`src/rtl/i2c_wr_sink_pkg.sv`:
```
package i2c_wr_sink_pkg;
  localparam int unsigned BYTE_W = 8;
  localparam int unsigned CNT_W  = $clog2(BYTE_W);

  typedef enum logic [2:0] {
    ST_IDLE,
    ST_ADDR,
    ST_DATA,
    ST_ACK,
    ST_SKIP
  } rx_state_e;
endpackage

```
`src/rtl/i2c_wr_sink_sync.sv`:
```
module i2c_wr_sink_sync #(
  parameter int unsigned STAGES = 2,
  parameter int unsigned WIDTH  = 2
) (
  input  logic             clk_i,
  input  logic             rst_ni,
  input  logic [WIDTH-1:0] d_i,
  output logic [WIDTH-1:0] q_o
);
  // Idle bus level is high, so reset to ones.
  for (genvar w = 0; w < WIDTH; w++) begin : g_bit
    logic [STAGES-1:0] chain_q;
    always_ff @(posedge clk_i or negedge rst_ni) begin
      if (!rst_ni) chain_q <= '1;
      else if (STAGES == 1) chain_q[0] <= d_i[w];
      else chain_q <= {chain_q[STAGES-2:0], d_i[w]};
    end
    assign q_o[w] = chain_q[STAGES-1];
  end
endmodule

```
`src/rtl/i2c_wr_sink_cond.sv`:
```
module i2c_wr_sink_cond (
  input  logic clk_i,
  input  logic rst_ni,
  input  logic scl_s_i,
  input  logic sda_s_i,
  output logic scl_rise_o,
  output logic scl_fall_o,
  output logic start_o,
  output logic stop_o
);
  logic scl_q, sda_q;

  always_ff @(posedge clk_i or negedge rst_ni) begin
    if (!rst_ni) begin
      scl_q <= 1'b1;
      sda_q <= 1'b1;
    end else begin
      scl_q <= scl_s_i;
      sda_q <= sda_s_i;
    end
  end

  assign scl_rise_o = scl_s_i & ~scl_q;
  assign scl_fall_o = ~scl_s_i & scl_q;
  // SCL must be high on both samples so that a coincident SCL edge is not a condition.
  assign start_o    = scl_s_i & scl_q & sda_q & ~sda_s_i;
  assign stop_o     = scl_s_i & scl_q & ~sda_q & sda_s_i;
endmodule

```
`src/rtl/i2c_wr_sink_fsm.sv`:
```
module i2c_wr_sink_fsm
  import i2c_wr_sink_pkg::*;
#(
  parameter logic [5:0] ADDR_HI = 6'b111110
) (
  input  logic              clk_i,
  input  logic              rst_ni,
  input  logic              en_i,
  input  logic              addr_sel_i,
  input  logic              sda_s_i,
  input  logic              scl_rise_i,
  input  logic              scl_fall_i,
  input  logic              start_i,
  input  logic              stop_i,
  output logic              sda_oe_o,
  output logic [BYTE_W-1:0] byte_o,
  output logic              byte_vld_o
);
  localparam logic [CNT_W-1:0] LAST_BIT = CNT_W'(BYTE_W - 1);

  rx_state_e         state_q;
  logic [CNT_W-1:0]  cnt_q;
  logic [BYTE_W-1:0] shift_q;
  logic [BYTE_W-1:0] shift_nxt;
  logic              addr_hit;

  assign shift_nxt = {shift_q[BYTE_W-2:0], sda_s_i};
  assign addr_hit  = (shift_nxt == {ADDR_HI, addr_sel_i, 1'b0});

  always_ff @(posedge clk_i or negedge rst_ni) begin
    if (!rst_ni) begin
      state_q    <= ST_IDLE;
      cnt_q      <= '0;
      shift_q    <= '0;
      sda_oe_o   <= 1'b0;
      byte_o     <= '0;
      byte_vld_o <= 1'b0;
    end else if (!en_i) begin
      state_q    <= ST_IDLE;
      cnt_q      <= '0;
      sda_oe_o   <= 1'b0;
      byte_vld_o <= 1'b0;
    end else begin
      byte_vld_o <= 1'b0;
      if (stop_i) begin
        state_q  <= ST_IDLE;
        sda_oe_o <= 1'b0;
      end else if (start_i) begin
        state_q  <= ST_ADDR;
        cnt_q    <= '0;
        sda_oe_o <= 1'b0;
      end else begin
        unique case (state_q)
          ST_ADDR: if (scl_rise_i) begin
            shift_q <= shift_nxt;
            cnt_q   <= cnt_q + 1'b1;
            if (cnt_q == LAST_BIT) state_q <= addr_hit ? ST_ACK : ST_SKIP;
          end
          ST_DATA: if (scl_rise_i) begin
            shift_q <= shift_nxt;
            cnt_q   <= cnt_q + 1'b1;
            if (cnt_q == LAST_BIT) begin
              byte_o     <= shift_nxt;
              byte_vld_o <= 1'b1;
              state_q    <= ST_ACK;
            end
          end
          // First fall after bit 8 pulls low, next fall (end of pulse 9) releases.
          ST_ACK: if (scl_fall_i) begin
            if (!sda_oe_o) begin
              sda_oe_o <= 1'b1;
            end else begin
              sda_oe_o <= 1'b0;
              cnt_q    <= '0;
              state_q  <= ST_DATA;
            end
          end
          default: ;
        endcase
      end
    end
  end
endmodule

```
`src/rtl/i2c_wr_sink.sv`:
```
module i2c_wr_sink
  import i2c_wr_sink_pkg::*;
#(
  parameter int unsigned SYNC_STAGES = 2,
  parameter logic [5:0]  ADDR_HI     = 6'b111110
) (
  input  logic              clk_i,
  input  logic              rst_ni,
  input  logic              scl_i,
  input  logic              sda_i,
  input  logic              addr_sel_i,
  input  logic              mode_sel_i,
  output logic              sda_oe_o,
  output logic [BYTE_W-1:0] byte_o,
  output logic              byte_vld_o
);
  logic [1:0] bus_s;
  logic scl_rise, scl_fall, start_c, stop_c;

  i2c_wr_sink_sync #(.STAGES(SYNC_STAGES), .WIDTH(2)) i_sync (
    .clk_i  (clk_i),
    .rst_ni (rst_ni),
    .d_i    ({scl_i, sda_i}),
    .q_o    (bus_s)
  );

  i2c_wr_sink_cond i_cond (
    .clk_i      (clk_i),
    .rst_ni     (rst_ni),
    .scl_s_i    (bus_s[1]),
    .sda_s_i    (bus_s[0]),
    .scl_rise_o (scl_rise),
    .scl_fall_o (scl_fall),
    .start_o    (start_c),
    .stop_o     (stop_c)
  );

  i2c_wr_sink_fsm #(.ADDR_HI(ADDR_HI)) i_fsm (
    .clk_i      (clk_i),
    .rst_ni     (rst_ni),
    .en_i       (~mode_sel_i),
    .addr_sel_i (addr_sel_i),
    .sda_s_i    (bus_s[0]),
    .scl_rise_i (scl_rise),
    .scl_fall_i (scl_fall),
    .start_i    (start_c),
    .stop_i     (stop_c),
    .sda_oe_o   (sda_oe_o),
    .byte_o     (byte_o),
    .byte_vld_o (byte_vld_o)
  );
endmodule

```
`config.mk`:
```
export PLATFORM = sky130hd
export DESIGN_NAME = i2c_wr_sink
export DESIGN_NICKNAME = d
export VERILOG_FILES = /design/src/rtl/i2c_wr_sink_pkg.sv /design/src/rtl/i2c_wr_sink_sync.sv /design/src/rtl/i2c_wr_sink_cond.sv /design/src/rtl/i2c_wr_sink_fsm.sv /design/src/rtl/i2c_wr_sink.sv
export SDC_FILE = /design/constraint.sdc
export NUM_CORES = 1
export LEC_CHECK = 0
export BUFFER_PORTS_ARGS = -buffer_cell sky130_fd_sc_hd__buf_2
export CAP_MARGIN = 20
export CORE_MARGIN = 3
export CORE_UTILIZATION = 50
export DETAILED_ROUTE_END_ITERATION = 10
export PLACE_DENSITY_LB_ADDON = 0.08
export SYNTH_ARGS = -nofsm -noshare
export SYNTH_HDL_FRONTEND = slang
export SYNTH_HIERARCHICAL = 1
export SYNTH_SLANG_ARGS = --single-unit
```
`constraint.sdc`:
```
create_clock -name clk_i -period 2 [get_ports clk_i]
set_input_delay 0.4 -clock clk_i [delete_from_list [all_inputs] [get_ports clk_i]]
set_output_delay 0.4 -clock clk_i [all_outputs]
set_load 0.01 [all_outputs]
```
* Word-level counts from Yosys, hierarchy flattened *
Index checks and enable logic that the tools add are counted.

word-level totals
  bits in registers = 29
  input port bits = 6
  word-level logic and storage cells = 80

operators by class
  add/sub/neg operators = 1
  equal/unequal tests = 15
  muxes and demuxes = 30
  bitwise gates (word level) = 14
  reductions and logical operators = 10

operator list
  operator               number
  $mux W3                16
  $ne A5 B4 Y1 const B   3
  $ne A5 B5 Y1 const B   3
  $mux W1                12
  $reduce_bool A4 Y1     3
  $reduce_and A5 Y1      2
  $pmux W3 S3            1
  $eq A8 B8 Y1           1
  $and A1 B1 Y1          7
  $not A1 Y1             7
  $reduce_and A7 Y1      1
  $eq A3 B2 Y1 const B   2
  $pmux W3 S2            1
  $reduce_and A6 Y1      1
  $reduce_bool A6 Y1     1
  $ne A4 B1 Y1 const B   1
  $ne A4 B3 Y1 const B   1
  $ne A4 B4 Y1 const B   1
  $add A3 B1 Y3 const B  1
  $eq A3 B1 Y1 const B   1
  $eq A3 B3 Y1 const B   1
  $ne A2 B2 Y1 const B   1
  $reduce_and A2 Y1      1
  $reduce_or A2 Y1       1

* Longest topological paths before layout *
Gate-level depths: netlist of the first run.

  depth after elaboration = 8
  mapped depth = 8
  depth with buffers taken out = 6

* By module *
The synthesis of the first run kept the hierarchy.

modules (own cells, without submodules)
  module            times used  cells an instance  area each (µm²)  seq. area each (µm²)
  i2c_wr_sink_fsm   1           81                 1042.2           575.6
  i2c_wr_sink_sync  1           6                  120.1            105.1
  i2c_wr_sink_cond  1           6                  85.1             52.6
  i2c_wr_sink       1           1                  3.8              0.0

* Worst setup path after synthesis of the first run *
No wires, ideal clock.

  kind = register to register
  start = register i_sync.g_bit[0].chain_q[1]
  end = register i_fsm.byte_o[0]
  setup time = 0.125 ns
  arrival = 1.961 ns
  data required time = 1.875 ns
  path slack = -0.085 ns
  cell stages (with the launch flop) = 8
  buffers on the path = 2
  clock period less this slack = 2.085 ns
  path through = dfstp_2 -> buf_4 -> and4b_1 -> nand2b_1 -> or2_1 -> buf_6 -> nor3_4 -> mux2_2

on the way
  cells in the longest elaborated chain, start to end = 4
  elaborated cells between the ends (all ways) = 6
  classes of those cells = bitwise: 5; reduce/logical: 1

ends and longest elaborated chain
  item                                RTL line                RTL
  from (decl)                         i2c_wr_sink_sync.sv:12  logic [STAGES-1:0] chain_q;
  from (signal assigned)              i2c_wr_sink_sync.sv:16  else chain_q <= {chain_q[STAGES-2:0], d_i[w]};
  $not A1 Y1                          i2c_wr_sink_cond.sv:26  assign start_o = scl_s_i & scl_q & sda_q & ~sda_s_i;
  $and A1 B1 Y1                       i2c_wr_sink_cond.sv:26
  named net start_c                   i2c_wr_sink.sv:18       logic scl_rise, scl_fall, start_c, stop_c;
  $not A1 Y1 (no source line)         --
  $reduce_and A6 Y1 (no source line)  --
  to (signal assigned)                i2c_wr_sink_fsm.sv:63   byte_o <= shift_nxt;
  to (decl)                           i2c_wr_sink_fsm.sv:16   output logic [BYTE_W-1:0] byte_o,

The timed path passes the listed nets, and every way through them passes these cells.
A chain may end at the register's enable or synchronous reset.

* Final worst setup path of the first run *
  start = register i_sync.g_bit[0].chain_q[1]
  end = register i_fsm.byte_o[2]

Same word-level chain as after synthesis.

==> results of run 1 <==
[routing by layer]
layer / wire [um] / track usage, % / share of wire, % / up-vias
met3: 112 / 6.497 / 5.8 / 6
met1: 875 / 19.13 / 45 / 378
li1: - / - / - / 372
met5: 0 / 0 / 0 / -
met2: 915 / 22.20 / 47 / 17
met4: 39 / 7.119 / 2.0 / 0
[stage by stage]
stage | worst slack, ns | utilization (%) | TNS (ns) | cell area, um2
floorplan | -0.03284 | - | -0.2627 | 1259
global placement | 0.1127 | 59.70 | 0 | 1371
detailed placement | 0.08464 | 59.70 | 0 | 1371
CTS | 0.06919 | 62.75 | 0 | 1441
global route | 0.01732 | 62.85 | 0 | 1444
finish | 0.1058 | 62.85 | 0 | 1444
[flip-flops by register name, indices dropped and copies added, names as in the netlist]
name                  count
i_cond/scl_q              1
i_cond/sda_q              1
i_fsm/byte_o              8
i_fsm/byte_vld_o          1
i_fsm/cnt_q               3
i_fsm/sda_oe_o            1
i_fsm/shift_q             7
i_fsm/state_q             3
i_sync/g_bit.chain_q      4
[synth_stat cells]
library cell,number
o41ai_1,1
ha_1,2
nand4b_1,2
nor2_1,3
a41oi_1,1
nand2_1,7
nand3_1,1
nor3_4,1
mux2i_1,2
or2b_1,1
buf_6,2
o22ai_1,1
inv_1,4
buf_4,2
nor4_1,1
clkbuf_2,1
or2_1,2
and4b_1,3
xnor2_1,1
a22oi_1,1
o41a_1,1
nor2b_1,3
mux2_2,15
dfrtp_1,23
a21oi_1,4
nand2b_1,1
xor2_1,2
dfstp_2,6
[worst max path at each step]
stage | from | endpoint | slack, ns | cells after the start
after floorplan | i_sync/g_bit[0].chain_q[1] | i_fsm/byte_o[0] | -0.03 | 7
after global placement | i_sync/g_bit[0].chain_q[1] | i_fsm/shift_q[0] | 0.11 | 5
after detailed placement | i_sync/g_bit[0].chain_q[1] | i_fsm/shift_q[3] | 0.08 | 5
after CTS | i_sync/g_bit[0].chain_q[1] | i_fsm/shift_q[3] | 0.07 | 5
after global routing | i_sync/g_bit[0].chain_q[1] | i_fsm/byte_o[3] | 0.02 | 6
final | i_sync/g_bit[0].chain_q[1] | i_fsm/byte_o[2] | 0.11 | 6
[final cells by class]
type                       instances  share of cell area, %
clock buffer                       7                  4.506
clock inverter                     1                 0.3466
inverter                           4                  1.040
multi-input combinational         56                  32.58
sequential                        29                  50.78
tap                               28                  2.426
timing repair buffer              21                  8.319
[kinds of logic (layout without fill, tap and decap cells)]
group / Yosys count / count (layout) / share of synthesized area (%)
and+or+nand+nor: 25 / 25 / 12.60
adders and majority gates: 2 / 2 / 2.000
buffers and inverters: 9 / 33 / 4.599
DFF: 29 / 29 / 58.60
xor gates and xnor gates: 3 / 3 / 2.100
AOI/OAI and AO/OA: 9 / 9 / 5.001
muxes: 17 / 17 / 15.10
[worst max-delay path: stages, from the launching register on]
cell	delay, ns
dfstp_2	0.53
and4b_1	0.21
nand2b_4	0.14
or2_1	0.26
nor3_4	0.14
buf_4	0.17
mux2_2	0.33
[power breakdown]
part / leakage, uW / total, uW / switching (uW) / internal [uW]
clock: 0.0000413 / 391 / 188 / 203
combinational: 0.000306 / 49.7 / 27.8 / 22.0
sequential: 0.000384 / 611 / 8.71 / 602
total: 0.000731 / 1050 / 224 / 827
==> results.toml, run 1 <==
[outcome]
status = "complete, no violations"

[final_layout]
n_antenna_cell = 0
final_nets = 125
regArea_um2 = 733.2
multi_input_area_um2 = 470.5
drive_gt1_share_pct = 44.92
final_common_cell = "dfrtp_1"
layout_common_cells = "23 x dfrtp_1, 15 x mux2_2, 15 x buf_2"
synthToLayoutAreaGrowth_pct = 15.40
final_cell_count_no_fill = 146
fillCellCount = 189

[timing]
period_needed_ns = 1.894
max_clock_freq_mhz = 527.9
finalCritPeriodShare_pct = 94.71
hold_viol = 0
final-max-slew-violation-count = 0
maxSlewHeadroom_pct = 57.32
worst_pin_slew_ns = 0.6343
fin_worst_skew_ns = 0.007426
rsz0062_at_grt = "no"
setup_violations = 0
whs_ns = 0.07691

[clock_tree]
cts_resized = 0
cts_tree = "built"
cts_max_path_buffers = 2
clkTransAtPathRegs_ns = 0.09
holdBufCountCts = 0
htree_levels = 2
cts_root_buf = "clkbuf_4"
post_cts_buffers = 0
clock-sinks = 29
cts_buffers = 5
clk_latency_ns = 0.32

[routing]
vias_per_cell = 5.295
dr.pass1.iters = 4
drtAntennaViolNets = 0
detail_route.iter0.violations = 23
detail_route.wl_per_cell_um = 13.30
drc = 0
wl_um = 1942
vias = 773

[logic_synthesis]
avgSynthCellArea_um2 = 13.31
synth_cells = 94
seq_area_frac_synth_pct = 58.60
synth.largest_area_cell = "dfrtp_1"
synth.ff_latch_count = 29
synth_cell_types = 28
synth_nets = 102
netlist.area_leader.share_pct = 46.00
syn_area_um2 = 1251
yosys_warnings = 6
ys_top_cells_by_area = "dfrtp_1 46%, mux2_2 14%, dfstp_2 13%, and4b_1 2.4%, nand2_1 2.1%"

[floorplanning]
initial_core_util_pct = 54.47
dieArea_um2 = 3139
dieWidth_um = 56.03
die_height_um = 56.03
boundaryPins = 16
row_count = 17
core-area_um2 = 2297

[critical_path]
critPathArrivalTime_ns = 2.10
crit_path_start_kind = "flop"
r2r_slack_ns = 0.11
reg2reg_to = "i_fsm/byte_o[2]"
crit-reg2reg-launch = "i_sync/g_bit[0].chain_q[1]"
end_kind = "flop"
path_class = "flop to flop"
cp_data_required_time_ns = 2.20
cp_max_fo = 5
rr_worst_depth = 6

[global_route]
grt_max_degree = 30
grt_pass1_vias = 818
antenna_found_initial = 0
grt_pass1_wl_um = 3636
gr-total-overflow = 0
grt.total_usage_pct = 15.12

[pwr]
power_density_nw_per_um2 = 728.1
p_total_uw = 1051
p_leak_uw = 0.0007312
peakVddDrop_mv = 0.4875

[place]
io_buffers = 15
hpwl_um = 1447
place_congestion = 0.8885
dp.cells = 138

[flow_run]
maxCapViolCount = 0

[min_path]
min_path_type = "primary input to asynchronous set/reset pin"
Note: power is estimated with default switching activity, not from simulation.
==> run 2: changes to the inputs <==
CORE_UTILIZATION = 40   (was 50)
==> run 2 against run 1 <==
Against the previous run: utilization shrank 12 points; sequential share of layout area down 0.91 points; via count increased by 0.39%.
==> results.toml, run 2 (synthesized netlist as in run 1, its figures left out) <==
[critical_path]
end_kind = "flop"
cp_cell_sequence = "and4b_1 -> nand2b_4 -> or2_4 -> nor3_4 -> buf_6 -> mux2_2"
path_class = "flop to flop"
rr_worst_depth = 6
crit_family = "simple AND/OR/NAND/NOR gates"
critPathLaunch = "i_sync/g_bit[0].chain_q[1]"
crit-reg2reg-launch = "i_sync/g_bit[0].chain_q[1]"
crit_slowest_cell = "dfstp_2"
critPathArrivalTime_ns = 2.12
path_buf_inv = 1
cp_data_required_time_ns = 2.21
slowest_delay_ns = 0.54
crit_path_start_kind = "flop"
cp_max_fo = 5
path_depth = 6

[pwr]
peakVddDrop_mv = 0.4806
power_density_nw_per_um2 = 758.6
p_leak_uw = 0.0007292
p_total_uw = 1115

[floorplanning]
initial_core_util_pct = 43.50
die_height_um = 61.93
row_count = 19
dieArea_um2 = 3835
dieWidth_um = 61.93
core-area_um2 = 2877
boundaryPins = 16

[flow_run]
maxCapViolCount = 0

[final_layout]
final_common_cell = "dfrtp_1"
largest_reg_flops = 8
synthToLayoutAreaGrowth_pct = 17.50
final_nets = 124
largest-register = "i_fsm/byte_o"
n_antenna_cell = 0
layout_common_cells = "23 x dfrtp_1, 15 x mux2_2, 15 x buf_2"
drive_gt1_share_pct = 44.44
reg.largest.list = "i_fsm/byte_o x8, i_fsm/shift_q x7, i_sync/g_bit.chain_q x4"

[clock_tree]
cts_tree = "built"
clkTransAtPathRegs_ns = 0.10
cts_root_buf = "clkbuf_4"
clock-sinks = 29
holdBufCountCts = 0
cts_buffers = 5
clk_latency_ns = 0.32
cts_max_path_buffers = 2
htree_levels = 2

[place]
io_buffers = 15
place_congestion = 0.8026
hpwl_um = 1508

[routing]
drtAntennaViolNets = 0
detail_route.wl_per_cell_um = 13.32
vias = 776
vias_per_cell = 4.881
detail_route.iter0.violations = 15
dr.pass1.iters = 4
drc = 0
wl_um = 2118

[global_route]
grt_pass1_wl_um = 3512
gr-total-overflow = 0
grt.total_usage_pct = 13.40
grt_max_degree = 30
antenna_found_initial = 0
grt_pass1_vias = 746

[timing]
period_needed_ns = 1.913
rsz0062_at_grt = "no"
worst_pin_slew_ns = 0.6593
final-max-slew-violation-count = 0
tns_ns = 0
max_clock_freq_mhz = 522.7
finalCritPeriodShare_pct = 95.65
hold_viol = 0
maxSlewHeadroom_pct = 55.64
fin_worst_skew_ns = 0.01313
setup_violations = 0

[outcome]
status = "complete, no violations"

[min_path]
min_path_type = "primary input to asynchronous set/reset pin"
run 2: cell types whose count changed in the layout (fill, tap and decap cells not counted), sizes merged:
cell,delta
buf,-1
bufinv,+1
clkbuf,-1
run 2: final timing paths:
path | to | slack [ns]
max | i_fsm/byte_o[5] | 0.09
max in group asynchronous | i_fsm/state_q[0] | 1.51
min reg2reg | i_sync/g_bit[1].chain_q[1] | 0.36
min | i_fsm/shift_q[1] | 0.08
min in group clk_i | i_sync/g_bit[1].chain_q[0] | 0.18
max reg2reg | i_fsm/byte_o[5] | 0.09
run 2: layout make-up:
class	instances	area [um2]
Sequential cell	29	733.2
Tap cell	42	52.55
Clock buffer	6	41.29
Inverter	4	15.01
Fill cell	263	1406
Multi-Input combinational cell	56	473.0
Clock inverter	2	35.03
Timing Repair Buffer	20	120.1
run 2: routing by layer:
layer | vias up | track usage (%) | part of all wire (%)
li1 | 373 | - | -
met3 | 6 | 4.959 | 5.1
met2 | 22 | 18.09 | 45
met4 | 0 | 8.182 | 2.3
met1 | 375 | 18.13 | 47
met5 | - | 0 | 0
run 2: timing repair:
| action | in CTS | in global routing |
|---|---|---|
| setup buffers | 1 | 0 |
| gates resized for setup | 3 | 1 |
| gates cloned | 0 | 0 |
| pin swaps | 1 | 1 |
| endpoints found under the hold margin | 0 | 0 |
| endpoints found under the setup margin | 7 | 7 |
run 2: per-stage QoR:
stage | util [%] | instance area [um2] | worst slack (ns) | cells | hold slack (ns)
2_1_floorplan | - | 1259 | -0.03284 | 94 | 0.1044
3_3_place_gp | 47.76 | 1374 | 0.04339 | 150 | 0.3472
3_5_place_dp | 47.76 | 1374 | -0.007071 | 150 | 0.3482
4_1_cts | 51.02 | 1468 | 0.01958 | 159 | 0.09386
5_1_grt | 51.11 | 1470 | 0.007584 | 159 | 0.1001
6_report | 51.11 | 1470 | 0.08695 | 159 | 0.08131
run 2: report_power, final:
part | switching, uW | leakage, uW | total (uW) | internal, uW
clock | 193 | 0.0000422 | 454 | 262
sequential | 9.49 | 0.000384 | 611 | 602
combinational | 27.4 | 0.000303 | 49.5 | 22.1
==> run 3: changes to the inputs <==
SYNTH_HIERARCHICAL = default   (was 1)
==> run 3 against run 2 <==
Against the previous run: global-route usage fell by 0.46 points; power grew 11%; area after synthesis is 1.4% higher; utilization grew 1.1 points; worst hold slack better by 0.0049 ns; clock skew fell by 0.011 ns; final cell count increased by 1.9%; setup slack better by 0.081 ns; first-iteration DRC count up 130%; die area grew 1.3%; critical endpoint is now i_fsm.byte_o[5]; largest cell class unchanged; highest routed layer unchanged.
==> results.toml, run 3 <==
[outcome]
status = "complete, no violations"

[timing]
worst_pin_slew_ns = 0.6124
fin_worst_skew_ns = 0.002626
hold_viol = 0
max_clock_freq_mhz = 545.9
setup_violations = 0
fin_ws_ns = 0.1681
period_needed_ns = 1.832
rsz0062_at_grt = "no"
maxSlewHeadroom_pct = 59.17
finalCritPeriodShare_pct = 91.59
final-max-slew-violation-count = 0
tns_ns = 0

[flow_run]
maxCapViolCount = 0

[logic_synthesis]
avgSynthCellArea_um2 = 13.35
synth.most_common_cell = "dfrtp_1"
synth_edf_count = 0
yosys_warnings = 0
seq_area_frac_synth_pct = 57.79
synthTopCellsByCount = "23 x dfrtp_1, 16 x mux2_2, 6 x dfstp_2, 6 x nor2_1"
netlist.area_leader.share_pct = 45.36
syn_area_um2 = 1269
synth.ff_latch_count = 29
ys_top_cells_by_area = "dfrtp_1 45%, mux2_2 14%, dfstp_2 12%, ha_1 2.0%, nand3b_1 1.8%"
ys.flop_type = "dfrtp_1"
synth_cells = 95
synth_nets = 103
synth_cell_types = 33
async_reset_ff_share_pct = 100.0
synth.largest_area_cell = "dfrtp_1"

[global_route]
busiest_layer = "met2"
grt_pass1_wl_um = 3946
grt_util_met3_pct = 4.324
use_met1_pct = 16.55
grt_pass1_vias = 840
grt_max_degree = 30
antenna_found_initial = 0
gr-total-overflow = 0
use_met2_pct = 19.49
grt.total_usage_pct = 12.93

[clock_tree]
cts_resized = 0
post_cts_buffers = 0
cts_max_path_buffers = 2
clk_latency_ns = 0.32
htree_levels = 2
cts_tree = "built"
holdBufCountCts = 0
cts_root_buf = "clkbuf_4"
cts_buffers = 5
clkTransAtPathRegs_ns = 0.09
clock-sinks = 29

[routing]
detail_route.wl_per_cell_um = 13.44
wl_um = 2177
dr.pass1.iters = 4
drtAntennaViolNets = 0
vias_per_cell = 5.142
detail_route.iter0.violations = 34
drc = 0
vias = 833

[final_layout]
synthToLayoutAreaGrowth_pct = 18.34
reg.largest.list = "i_fsm.byte_o x8, i_fsm.shift_q x7, i_sync.g_bit.chain_q x4"
largest-register = "i_fsm.byte_o"
n_antenna_cell = 0
final_common_cell = "dfrtp_1"
final_nets = 127
drive_gt1_share_pct = 44.17
fillCellCount = 264
layout_common_cells = "23 x dfrtp_1, 16 x mux2_2, 15 x buf_2"
largest_reg_flops = 8

[floorplanning]
dieWidth_um = 62.32
boundaryPins = 16
die_height_um = 62.32
dieArea_um2 = 3884
core-area_um2 = 2877
initial_core_util_pct = 44.11
row_count = 19

[critical_path]
end_kind = "flop"
crit_path_start_kind = "flop"
path_class = "flop to flop"
r2r_slack_ns = 0.17
cp_max_fo = 9
cp_data_required_time_ns = 2.21
reg2reg_to = "i_fsm.byte_o[5]"
rr_worst_depth = 6
critPathArrivalTime_ns = 2.04
crit-reg2reg-launch = "i_fsm.cnt_q[1]"

[pwr]
peakVddDrop_mv = 0.3999
p_leak_uw = 0.0007122
power_density_nw_per_um2 = 821.0

[min_path]
min_path_type = "primary input to asynchronous set/reset pin"

[place]
place_congestion = 0.7840
hpwl_um = 1602
pre_cts_slack_ns = 0.1515
io_buffers = 15
run 3: logic make-up (layout without fill, tap and decap cells):
logic type	Yosys count	in the layout	synth area share [%]
XOR/XNOR	4	4	2.762
multiplexers	16	16	14.20
AO/OA/AOI/OAI	14	14	7.989
buffers and inverters	6	31	1.971
adder cells (fa/ha/maj)	2	2	1.972
flip-flops	29	29	57.79
AND/OR/NAND/NOR	24	24	13.31
run 3: final cells by class:
class                      count  area, um2  share of cell area [%]
clock inverter                 1      30.03                   2.000
clock buffer                   7      55.05                   3.667
inverter                       4      15.01                   1.000
tap                           42      52.55                   3.500
multi-input combinational     60      510.5                   34.00
timing repair buffer          19      105.1                   7.000
sequential                    29      733.2                   48.83
run 3: how the worst max path moves through the flow:
| stage | startpoint | cells past startpoint | slack [ns] | endpoint |
|---|---|---|---|---|
| 3_5_place_dp | i_fsm.cnt_q[1] | 6 | 0.15 | i_fsm.byte_o[5] |
| 5_1_grt | i_fsm.cnt_q[1] | 6 | 0.03 | i_fsm.byte_o[5] |
| 6_report | i_fsm.cnt_q[1] | 6 | 0.17 | i_fsm.byte_o[5] |
| 4_1_cts | i_fsm.cnt_q[1] | 6 | 0.14 | i_fsm.byte_o[5] |
| 2_1_floorplan | i_fsm.cnt_q[0] | 6 | 0.30 | i_fsm.byte_o[0] |
| 3_3_place_gp | i_fsm.cnt_q[0] | 6 | 0.21 | i_fsm.byte_o[3] |
run 3: through the flow:
stage               utilization, %  total power (uW)  hold slack [ns]  area [um2]  cells
floorplan                        -             718.0           0.1044        1269     95
global placement             49.24             753.8           0.3462        1416    154
detailed placement           49.24             757.6           0.3473        1416    154
CTS                          52.20              1254          0.09797        1501    162
global route                 52.20              1294           0.1098        1501    162
finish                       52.20              1233          0.08622        1501    162
run 3: per-layer routing:
metal,part of all wire [%],vias up
li1,-,395
met2,44,27
met4,2.5,0
met3,6.3,7
met5,0,-
met1,47,404
run 3: critical path, cell delays in order, from the launching register on:
cell and delay (ns):
dfrtp_1 0.37, ha_1 0.15, ha_1 0.15, nand3b_1 0.11
or4_1 0.48, buf_4 0.19, mux2_2 0.28
run 3: report_power, final:
group / internal, uW / switching [uW]
Clock: 298 / 191
Combinational: 44.0 / 38.7
Sequential: 626 / 34.7
Total: 969 / 264
